--- config.mk ---
export PLATFORM = sky130hd
export DESIGN_NAME = cmd_seq_engine
export DESIGN_NICKNAME = d
export VERILOG_FILES = /design/src/rtl/cmd_seq_pkg.sv /design/src/rtl/cmd_seq_array.sv /design/src/rtl/cmd_seq_ctrl.sv /design/src/rtl/cmd_seq_pins.sv /design/src/rtl/cmd_seq_engine.sv
export SDC_FILE = /design/constraint.sdc
export NUM_CORES = 2
export LEC_CHECK = 0
export ABC_CLOCK_PERIOD_IN_PS = 3900
export BUFFER_PORTS_ARGS = -buffer_cell sky130_fd_sc_hd__buf_2
export CAP_MARGIN = 10
export CORE_UTILIZATION = 43
export DETAILED_ROUTE_END_ITERATION = 12
export PLACE_DENSITY_LB_ADDON = 0.08
export SYNTH_ARGS = -nofsm -noshare
export SYNTH_HDL_FRONTEND = slang
export SYNTH_HIERARCHICAL = 1
export SYNTH_SLANG_ARGS = --single-unit
--- constraint.sdc ---
create_clock -name clk -period 3.9 [get_ports clk]
set_input_delay 0.78 -clock clk [delete_from_list [all_inputs] [get_ports clk]]
set_output_delay 0.78 -clock clk [all_outputs]
set_load 0.02 [all_outputs]
--- src/rtl/cmd_seq_pkg.sv ---
`timescale 1ns/1ps
package cmd_seq_pkg;
    localparam int WORD_W = 64;
    localparam int IDX_W  = 6;
    localparam int CNT_W  = 16;
    localparam int ADDR_W = 18;
    localparam int CKE_W  = 2;
    localparam int CS_W   = 4;
    localparam int CMD_W  = 4;

    // pin word, LSB first: cke, cs ranks 0-1, cs ranks 2-3, cmd, addr
    typedef struct packed {
        logic [ADDR_W-1:0] addr;
        logic [CMD_W-1:0]  cmd;
        logic [CS_W-1:0]   cs_n;
        logic [CKE_W-1:0]  cke;
    } pins_t;

    // control word, LSB first: successor, idle, repeat, final flag
    typedef struct packed {
        logic              last;
        logic [CNT_W-1:0]  rep;
        logic [CNT_W-1:0]  idle;
        logic [IDX_W-1:0]  nxt;
    } ctl_t;

    localparam int PIN_W = $bits(pins_t);
    localparam int CTL_W = $bits(ctl_t);

    typedef enum logic [1:0] {S_IDLE, S_ISSUE, S_WAIT} seq_state_e;
endpackage

--- src/rtl/cmd_seq_array.sv ---
`timescale 1ns/1ps
module cmd_seq_array
    import cmd_seq_pkg::*;
#(
    parameter int DEPTH = 32,
    localparam int AW = $clog2(DEPTH)
) (
    input  logic              clk,
    input  logic              busy,
    input  logic              wr_en,
    input  logic [AW-1:0]     wr_idx,
    input  logic              wr_ctl,
    input  logic [WORD_W-1:0] wr_data,
    input  logic [AW-1:0]     rd_idx,
    output pins_t             rd_pins,
    output ctl_t              rd_ctl
);
    pins_t pin_mem [DEPTH];
    ctl_t  ctl_mem [DEPTH];

    // table is frozen while a program runs
    always_ff @(posedge clk) begin
        if (wr_en && !busy) begin
            if (wr_ctl) ctl_mem[wr_idx] <= ctl_t'(wr_data[CTL_W-1:0]);
            else        pin_mem[wr_idx] <= pins_t'(wr_data[PIN_W-1:0]);
        end
    end

    assign rd_pins = pin_mem[rd_idx];
    assign rd_ctl  = ctl_mem[rd_idx];

    logic unused_hi;
    assign unused_hi = ^wr_data[WORD_W-1:CTL_W];
endmodule

--- src/rtl/cmd_seq_ctrl.sv ---
`timescale 1ns/1ps
module cmd_seq_ctrl
    import cmd_seq_pkg::*;
#(
    parameter int DEPTH = 32,
    localparam int AW = $clog2(DEPTH)
) (
    input  logic          clk,
    input  logic          rst,
    input  logic          start,
    input  logic          stop,
    input  ctl_t          cur,
    output logic [AW-1:0] pc,
    output logic          issue,
    output logic          busy,
    output logic          done
);
    seq_state_e       state;
    logic [CNT_W-1:0] rep_cnt;
    logic [CNT_W-1:0] wait_cnt;
    logic             slot_end, more_reps, next_bad;

    always_comb begin
        more_reps = rep_cnt < cur.rep;
        next_bad  = int'(cur.nxt) >= DEPTH;
        slot_end  = (state == S_ISSUE && !cur.last && cur.idle == '0) ||
                    (state == S_WAIT && wait_cnt == CNT_W'(1));
    end

    always_ff @(posedge clk) begin
        if (rst) begin
            state    <= S_IDLE;
            pc       <= '0;
            rep_cnt  <= '0;
            wait_cnt <= '0;
            done     <= 1'b0;
        end else begin
            done <= 1'b0;
            if (stop) begin
                state <= S_IDLE;
            end else if (state == S_IDLE) begin
                if (start) begin
                    state   <= S_ISSUE;
                    pc      <= '0;
                    rep_cnt <= '0;
                end
            end else if (state == S_ISSUE && cur.last) begin
                state <= S_IDLE;
                done  <= 1'b1;
            end else if (slot_end) begin
                if (more_reps) begin
                    rep_cnt <= rep_cnt + 1'b1;
                    state   <= S_ISSUE;
                end else if (next_bad) begin
                    state <= S_IDLE;
                    done  <= 1'b1;
                end else begin
                    pc      <= cur.nxt[AW-1:0];
                    rep_cnt <= '0;
                    state   <= S_ISSUE;
                end
            end else if (state == S_ISSUE) begin
                state    <= S_WAIT;
                wait_cnt <= cur.idle;
            end else begin
                wait_cnt <= wait_cnt - 1'b1;
            end
        end
    end

    assign issue = (state == S_ISSUE) && !stop;
    assign busy  = (state != S_IDLE);


    stop_clears_busy_chk: assert property (@(posedge clk) disable iff (rst)
        stop |=> !busy);

    done_after_run_chk: assert property (@(posedge clk) disable iff (rst)
        done |-> (!busy && $past(busy)));

    wait_nonzero_chk: assert property (@(posedge clk) disable iff (rst)
        (state == S_WAIT) |-> (wait_cnt != '0));

    no_spurious_run_chk: assert property (@(posedge clk) disable iff (rst)
        (!busy && !start) |=> !busy);
endmodule

--- src/rtl/cmd_seq_pins.sv ---
`timescale 1ns/1ps
module cmd_seq_pins
    import cmd_seq_pkg::*;
#(
    parameter int NPORT = 4,
    localparam int PW = $clog2(NPORT)
) (
    input  logic                  clk,
    input  logic                  rst,
    input  logic                  issue,
    input  logic                  busy,
    input  pins_t                 ent,
    input  logic                  psel_we,
    input  logic [PW-1:0]         psel_data,
    output logic [CKE_W-1:0]      dram_cke,
    output logic [CMD_W-1:0]      dram_cmd,
    output logic [ADDR_W-1:0]     dram_addr,
    output logic [NPORT*CS_W-1:0] dram_cs_n
);
    pins_t         drv_q;
    logic [PW-1:0] port_q;
    logic [NPORT-1:0] port_low;

    always_ff @(posedge clk) begin
        if (rst) begin
            drv_q  <= '{addr: '0, cmd: '0, cs_n: '1, cke: '0};
            port_q <= '0;
        end else begin
            if (psel_we && !busy) port_q <= psel_data;
            if (issue) drv_q <= ent;
            else       drv_q.cs_n <= '1;
        end
    end

    generate
        for (genvar p = 0; p < NPORT; p++) begin : g_port
            assign dram_cs_n[p*CS_W +: CS_W] = (port_q == PW'(p)) ? drv_q.cs_n : '1;
            assign port_low[p] = ~&dram_cs_n[p*CS_W +: CS_W];
        end
    endgenerate

    assign dram_cke  = drv_q.cke;
    assign dram_cmd  = drv_q.cmd;
    assign dram_addr = drv_q.addr;


    one_port_chk: assert property (@(posedge clk) disable iff (rst)
        $onehot0(port_low));

    idle_desel_chk: assert property (@(posedge clk) disable iff (rst)
        (!busy && !$past(busy)) |-> (&dram_cs_n));

    cke_hold_chk: assert property (@(posedge clk) disable iff (rst)
        !issue |=> $stable(dram_cke));
endmodule

--- src/rtl/cmd_seq_engine.sv ---
`timescale 1ns/1ps
module cmd_seq_engine
    import cmd_seq_pkg::*;
#(
    parameter int DEPTH = 32,
    parameter int NPORT = 4
) (
    input  logic                       clk,
    input  logic                       rst,
    input  logic                       wr_en,
    input  logic [$clog2(DEPTH)-1:0]   wr_idx,
    input  logic                       wr_ctl,
    input  logic [63:0]                wr_data,
    input  logic                       psel_we,
    input  logic [$clog2(NPORT)-1:0]   psel_data,
    input  logic                       start,
    input  logic                       stop,
    output logic                       busy,
    output logic                       done,
    output logic                       ref_block,
    output logic [1:0]                 dram_cke,
    output logic [3:0]                 dram_cmd,
    output logic [17:0]                dram_addr,
    output logic [NPORT*4-1:0]         dram_cs_n
);
    localparam int AW = $clog2(DEPTH);

    logic [AW-1:0] pc;
    logic          issue;
    pins_t         cur_pins;
    ctl_t          cur_ctl;

    cmd_seq_array #(.DEPTH(DEPTH)) u_array (
        .clk(clk), .busy(busy), .wr_en(wr_en), .wr_idx(wr_idx),
        .wr_ctl(wr_ctl), .wr_data(wr_data), .rd_idx(pc),
        .rd_pins(cur_pins), .rd_ctl(cur_ctl)
    );

    cmd_seq_ctrl #(.DEPTH(DEPTH)) u_ctrl (
        .clk(clk), .rst(rst), .start(start), .stop(stop), .cur(cur_ctl),
        .pc(pc), .issue(issue), .busy(busy), .done(done)
    );

    cmd_seq_pins #(.NPORT(NPORT)) u_pins (
        .clk(clk), .rst(rst), .issue(issue), .busy(busy), .ent(cur_pins),
        .psel_we(psel_we), .psel_data(psel_data), .dram_cke(dram_cke),
        .dram_cmd(dram_cmd), .dram_addr(dram_addr), .dram_cs_n(dram_cs_n)
    );

    assign ref_block = busy;
endmodule

; After elaboration in Yosys (flattened, before gate mapping)
; Memory sizes are Yosys's and may differ from the RTL's. A register that Yosys moved wholly into a read port is not among the register bits.
; Cells that the tools add are included.
[word_totals]
n_memories = 2
ff_bits = 70
output_inout_bits = 43
inputBits = 78
word_cells = 94
ram_bits = 2144
[memory_table]
columns = name, words, word_bits, rd, rd_ports_with_merged_regs, write_ports, line
row1 = u_array.ctl_mem, 32, 39, 1, 1, 1, cmd_seq_array.sv:19  ; ctl_t ctl_mem [DEPTH];
row2 = u_array.pin_mem, 32, 28, 1, 1, 1, cmd_seq_array.sv:18  ; pins_t pin_mem [DEPTH];
[classes]
n_mux = 38
reduce_logical = 24
n_eq_ne = 11
bitwise = 5
n_lt_le_gt_ge = 2
n_addsub = 2
[ops]
columns = op, count
row1 = $mux W16, 7
row2 = $mux W5, 10
row3 = $add A16 B1 Y16 const B, 1
row4 = $eq A16 B1 Y1 const B, 1
row5 = $logic_not A16 Y1, 1
row6 = $lt A16 B16 Y1, 1
row7 = $mux W4, 4
row8 = $sub A16 B1 Y16 const B, 1
row9 = $mux W2, 6
row10 = $mux W1, 11
row11 = $logic_and A1 B1 Y1, 7
row12 = $eq A2 B2 Y1 const B, 3
row13 = $ge A6 B6 Y1 const B, 1
row14 = $ne A2 B2 Y1 const B, 3
row15 = $reduce_and A6 Y1, 1
row16 = $not A1 Y1, 5
row17 = $reduce_and A5 Y1, 1
row18 = $eq A2 B1 Y1 const B, 2
row19 = $logic_not A2 Y1, 2
row20 = $reduce_and A4 Y1, 1
row21 = $reduce_bool A2 Y1, 2
row22 = $reduce_bool A4 Y1, 1
row23 = $reduce_or A2 Y1, 2
row24 = $logic_not A1 Y1, 3
row25 = 5 further kinds, 5

; Longest topological paths before layout
[depth]
depth_word = 9
mapped_depth = 20
depth_no_buf = 13

; Modules after synthesis
; Netlist, hierarchy kept.
[modules_own_cells]
columns = mod, cells_each, instances, seq_area_each_um2, area_each_um2
row1 = cmd_seq_array, 3251, 1, 64381.7, 81475.6
row2 = cmd_seq_ctrl, 351, 1, 800.8, 2667.6
row3 = cmd_seq_pins, 139, 1, 600.6, 1378.8
row4 = cmd_seq_engine, 1, 1, 0.0, 7.5

; Least setup slack after synthesis
; Ideal clock, no wire load.
[synth_timing]
kind = flip-flop to flip-flop
start = register u_ctrl/pc[0] (netlist name)
end = register u_ctrl.pc[0]
period_less_slack_ns = 4.113
n_path_buf = 5
arrival_time_ns = 3.979
t_required_ns = 3.766
slack_ns = -0.213
setup_time_ns = 0.134
stages_incl_launch_ff = 18
path_cell_list = dfxtp_1 buf_4 buf_6 buf_2 mux4_2 mux4_2 mux2_2 inv_1 ha_1 a21oi_1 nand2_1 a221o_1 or3_1 buf_2 a21boi_0 buf_2 nand3b_1 a21oi_1
[synth_rtl]
columns = item, line
row1 = end signal: assignment, cmd_seq_ctrl.sv:58  ; pc <= cur.nxt[AW-1:0];
row2 = end: declaration, cmd_seq_ctrl.sv:13  ; output logic [AW-1:0] pc,

==> flow_summary.yaml <==
cts:
  clock_path_buffers: 3
  clk-insertion-delay-late_ns: 0.88
  cts-root-buf: "clkbuf_16"
  cts_made_buffers: 231
  cts_max_level: 4
  hold_buffers: 0
  cts.sinks: 2214
  clkTransAtPathRegs_ns: 0.06
  cts_tree: "built"
synthesis:
  synth_fp_nets: 3838
  synthDistinctLibCells: 71
  netlist_instances: 3742
  syn_area_mm2: 0.08553
  synth_edf_count: 2144
  ys_seq_area_share_pct: 76.91
  ys_ff_latch: 2214
  yosys_warnings: 6
  synth.avg_cell_area_um2: 22.86
  synth_async_sr_flop_share_pct: 0
  synth_top_flop_cell: "edfxtp_1"
routing:
  ant_nets: 0
  dr.pass1.iters: 5
  via_per_inst: 5.787
  drc: 0
  drtIter0Drc: 4028
  routed_wirelength_um: 229900
  wl_per_cell_um: 32.41
  vias: 41050
global_route:
  antenna_found_initial: 17
  grtUsageMet3_pct: 4.054
  grt_busiest_layer: "met2"
  grtUsageMet1_pct: 31.98
  grt_start_max_net_pins: 75
  grtUsageMet2_pct: 38.28
  grt_overflow: 0
  grt_pass1_wl_um: 322900
  grt_pass1_vias: 42050
  track_usage_pct: 23.24
timing:
  fin_skew_ns: 0.03475
  drv_slew: 0
  fin_crit_ns: 4.307
  worst_slack_ns: -0.4071
  setup_tns_ns: -8.433
  worst_pin_slew_ns: 1.221
  timing.fmax_mhz: 232.2
  finalCritPeriodShare_pct: 110.4
  slew_headroom_pct: 18.57
  rsz0062_at_grt: "yes"
  finalSetupViolations: 38
  hold_viol: 0
  hold_ws_ns: 0.1709
power_and_ir_drop:
  intPower_mw: 39.01
  clockPowerShare_pct: 44.1
  p_sw_mw: 10.14
  p_seq_share_pct: 53.3
  total_power_mw: 49.14
  leakage_nw: 31.15
  peakVddDrop_mv: 0.4639
  p_sw_share_pct: 20.63
  powerDensity_mw_per_mm2: 485.6
  pwr-share-comb_pct: 2.6
outcome:
  outcome: "complete, but fails checks"
  violations: "setup timing"
finish:
  drive_gt1_share_pct: 38.03
  fin_cells: 7094
  area_growth_pct: 18.31
  nets: 4344
  final_cell_area_mm2: 0.1012
critical_path:
  start_kind: "flip-flop"
  critical_path_class: "flip-flop to flip-flop"
  worstSetupEndpointType: "flip-flop"
  cp.arrival_ns: 5.11
  critPathMaxFanout: 8
  required_ns: 4.71
floorplanning:
  die_area_mm2: 0.2007
  dieHeight_um: 448.0
  ios: 121
  core_region_area_mm2: 0.1974
  std_cell_rows: 163
  dieWidth_um: 448.0
  start_util_pct: 43.32
placement:
  hpwl_um: 127200
  gp_congestion: 0.7711
  port_buffers: 95
  place_area_mm2: 0.09226
  dpl.cell_count: 6602
worst_hold_path:
  hp-class: "input port to flip-flop"
run:
  drv_cap: 0
[state kept, by name, indices dropped and copies added, names as in the netlist]
name / count
u_ctrl/done: 1
u_pins/dram_cmd: 4
u_ctrl/wait_cnt: 16
u_pins/dram_addr: 18
u_pins/port_q: 2
u_array/ctl_mem: 1248
u_ctrl/pc: 5
u_ctrl/state: 2
u_pins/dram_cke: 2
u_array/pin_mem: 896
u_ctrl/rep_cnt: 16
u_pins/drv_q: 4
[Yosys cell counts, drive strengths merged, types with 5 or more instances]
cell    number  area [um^2]
mux2        76        855.8
buf        125        768.2
o21a         8        60.06
mux4       625        14080
or2          7        43.79
nand3       19        95.09
a22oi        9        67.56
nand2b      22        137.6
a211oi       6        55.05
edfxtp    2144        64380
mux2i       60        600.6
nand3b       9        67.56
or3         16        105.1
a221oi      15        131.4
nor2b        9        56.30
o211ai       7        52.55
nand2       82        307.8
nor3        13        70.07
and3         6        37.54
or4          8        63.81
clkbuf      95        366.6
dfxtp       70         1401
o22ai       27        168.9
ha          18        225.2
o21ai       32        160.2
a21oi       46        234.0
nor2       124        465.5
inv         21        78.82
o31ai        5        51.30
[routing by layer]
metal	routed length [um]	share of wire (%)
met5	80	0.035
met4	5774	2.5
met3	12870	5.6
met2	114500	50
met1	96760	42
[final timing paths]
path                                          from                 end  slack, ns  cells after the start
worst max-delay path                  u_ctrl/pc[0]  u_ctrl/rep_cnt[10]      -0.41                     15
worst min-delay path                  psel_data[1]    u_pins/port_q[1]       0.17                      3
worst max register to register        u_ctrl/pc[0]  u_ctrl/rep_cnt[10]      -0.41                     15
worst min register to register  u_ctrl/wait_cnt[1]  u_ctrl/wait_cnt[1]       0.47                      2
[worst max-delay path, stage by stage, from the launching register on]
cell and delay, ns:
dfxtp_4 0.40, buf_12 0.18, buf_8 0.15, buf_16 0.14, buf_12 0.14, mux4_2 0.51, mux4_2 0.52, mux2_4 0.32
or4_4 0.51, nor2_4 0.14, a2bb2oi_4 0.10, o31ai_4 0.23, buf_6 0.16, a21oi_4 0.06, or4_1 0.54, a21oi_2 0.13
[cell families (layout without fill, tap and decap cells)]
family,Yosys count,in the layout,synth area share [%]
buffers and inverters,242,944,1.423
AND/OR/NAND/NOR,335,335,1.913
XOR/XNOR,1,1,0.01024
flip-flops,2214,2214,76.91
other,0,7,0
adder cells (fa/ha/maj),18,18,0.2633
multiplexers,761,761,18.16
AO/OA/AOI/OAI,171,174,1.317
[per-stage QoR]
step,util [%],setup WS (ns)
after floorplan,-,0.0006195
after global placement,46.73,-0.6777
after detailed placement,46.73,-0.7045
after CTS,51.01,-0.3678
after global routing,51.25,-0.5112
final,51.26,-0.4071
[cells in the final DEF (no fill, tap or decap), drive strengths merged, types with 3 or more instances in the layout]
master and count:
mux4 625, nand3b 9, mux2 76, a221oi 15, nand3 19, nand2 82, o21a 8, or2 7
dfxtp 70, o21ai 32, o31ai 5, or3 16, a211oi 6, or4 8, inv 31, buf 489
ha 18, a21o 3, clkinv 98, edfxtp 2144, o211ai 7, nand2b 22, o22ai 27, clkbuf 304
nor2b 9, nor3 13, diode 7, a22oi 9, a21oi 49, bufinv 19, nand4 4, and3 6
nor2 124, mux2i 60
[timing repair]
item	4_1_cts	5_1_grt
resized for setup	121	82
pin swaps	12	40
setup buffers	33	14
hold endpoints to repair	0	0
endpoints found under the setup margin	49	39
cloned	6	2
[layout make-up]
type | count | area, um^2
Fill cell | 15800 | 96230
Sequential cell | 2214 | 65800
Multi-Input combinational cell | 1289 | 19630
Clock buffer | 304 | 6165
Timing Repair Buffer | 490 | 4843
Tap cell | 2640 | 3303
Clock inverter | 128 | 1329
Inverter | 22 | 102.6
Antenna cell | 7 | 17.52
[power groups by stage]
| stage | Combinational (mW) | Clock [mW] | Sequential (mW) |
|---|---|---|---|
| floorplan | 0.509 | 0 | 26.7 |
| global placement | 1.19 | 0 | 26.7 |
| detailed placement | 1.21 | 0 | 26.7 |
| CTS | 1.26 | 22.1 | 26.2 |
| global route | 1.37 | 23.0 | 26.2 |
| finish | 1.27 | 21.7 | 26.2 |
No activity file was read; power rests on OpenSTA's default activity.
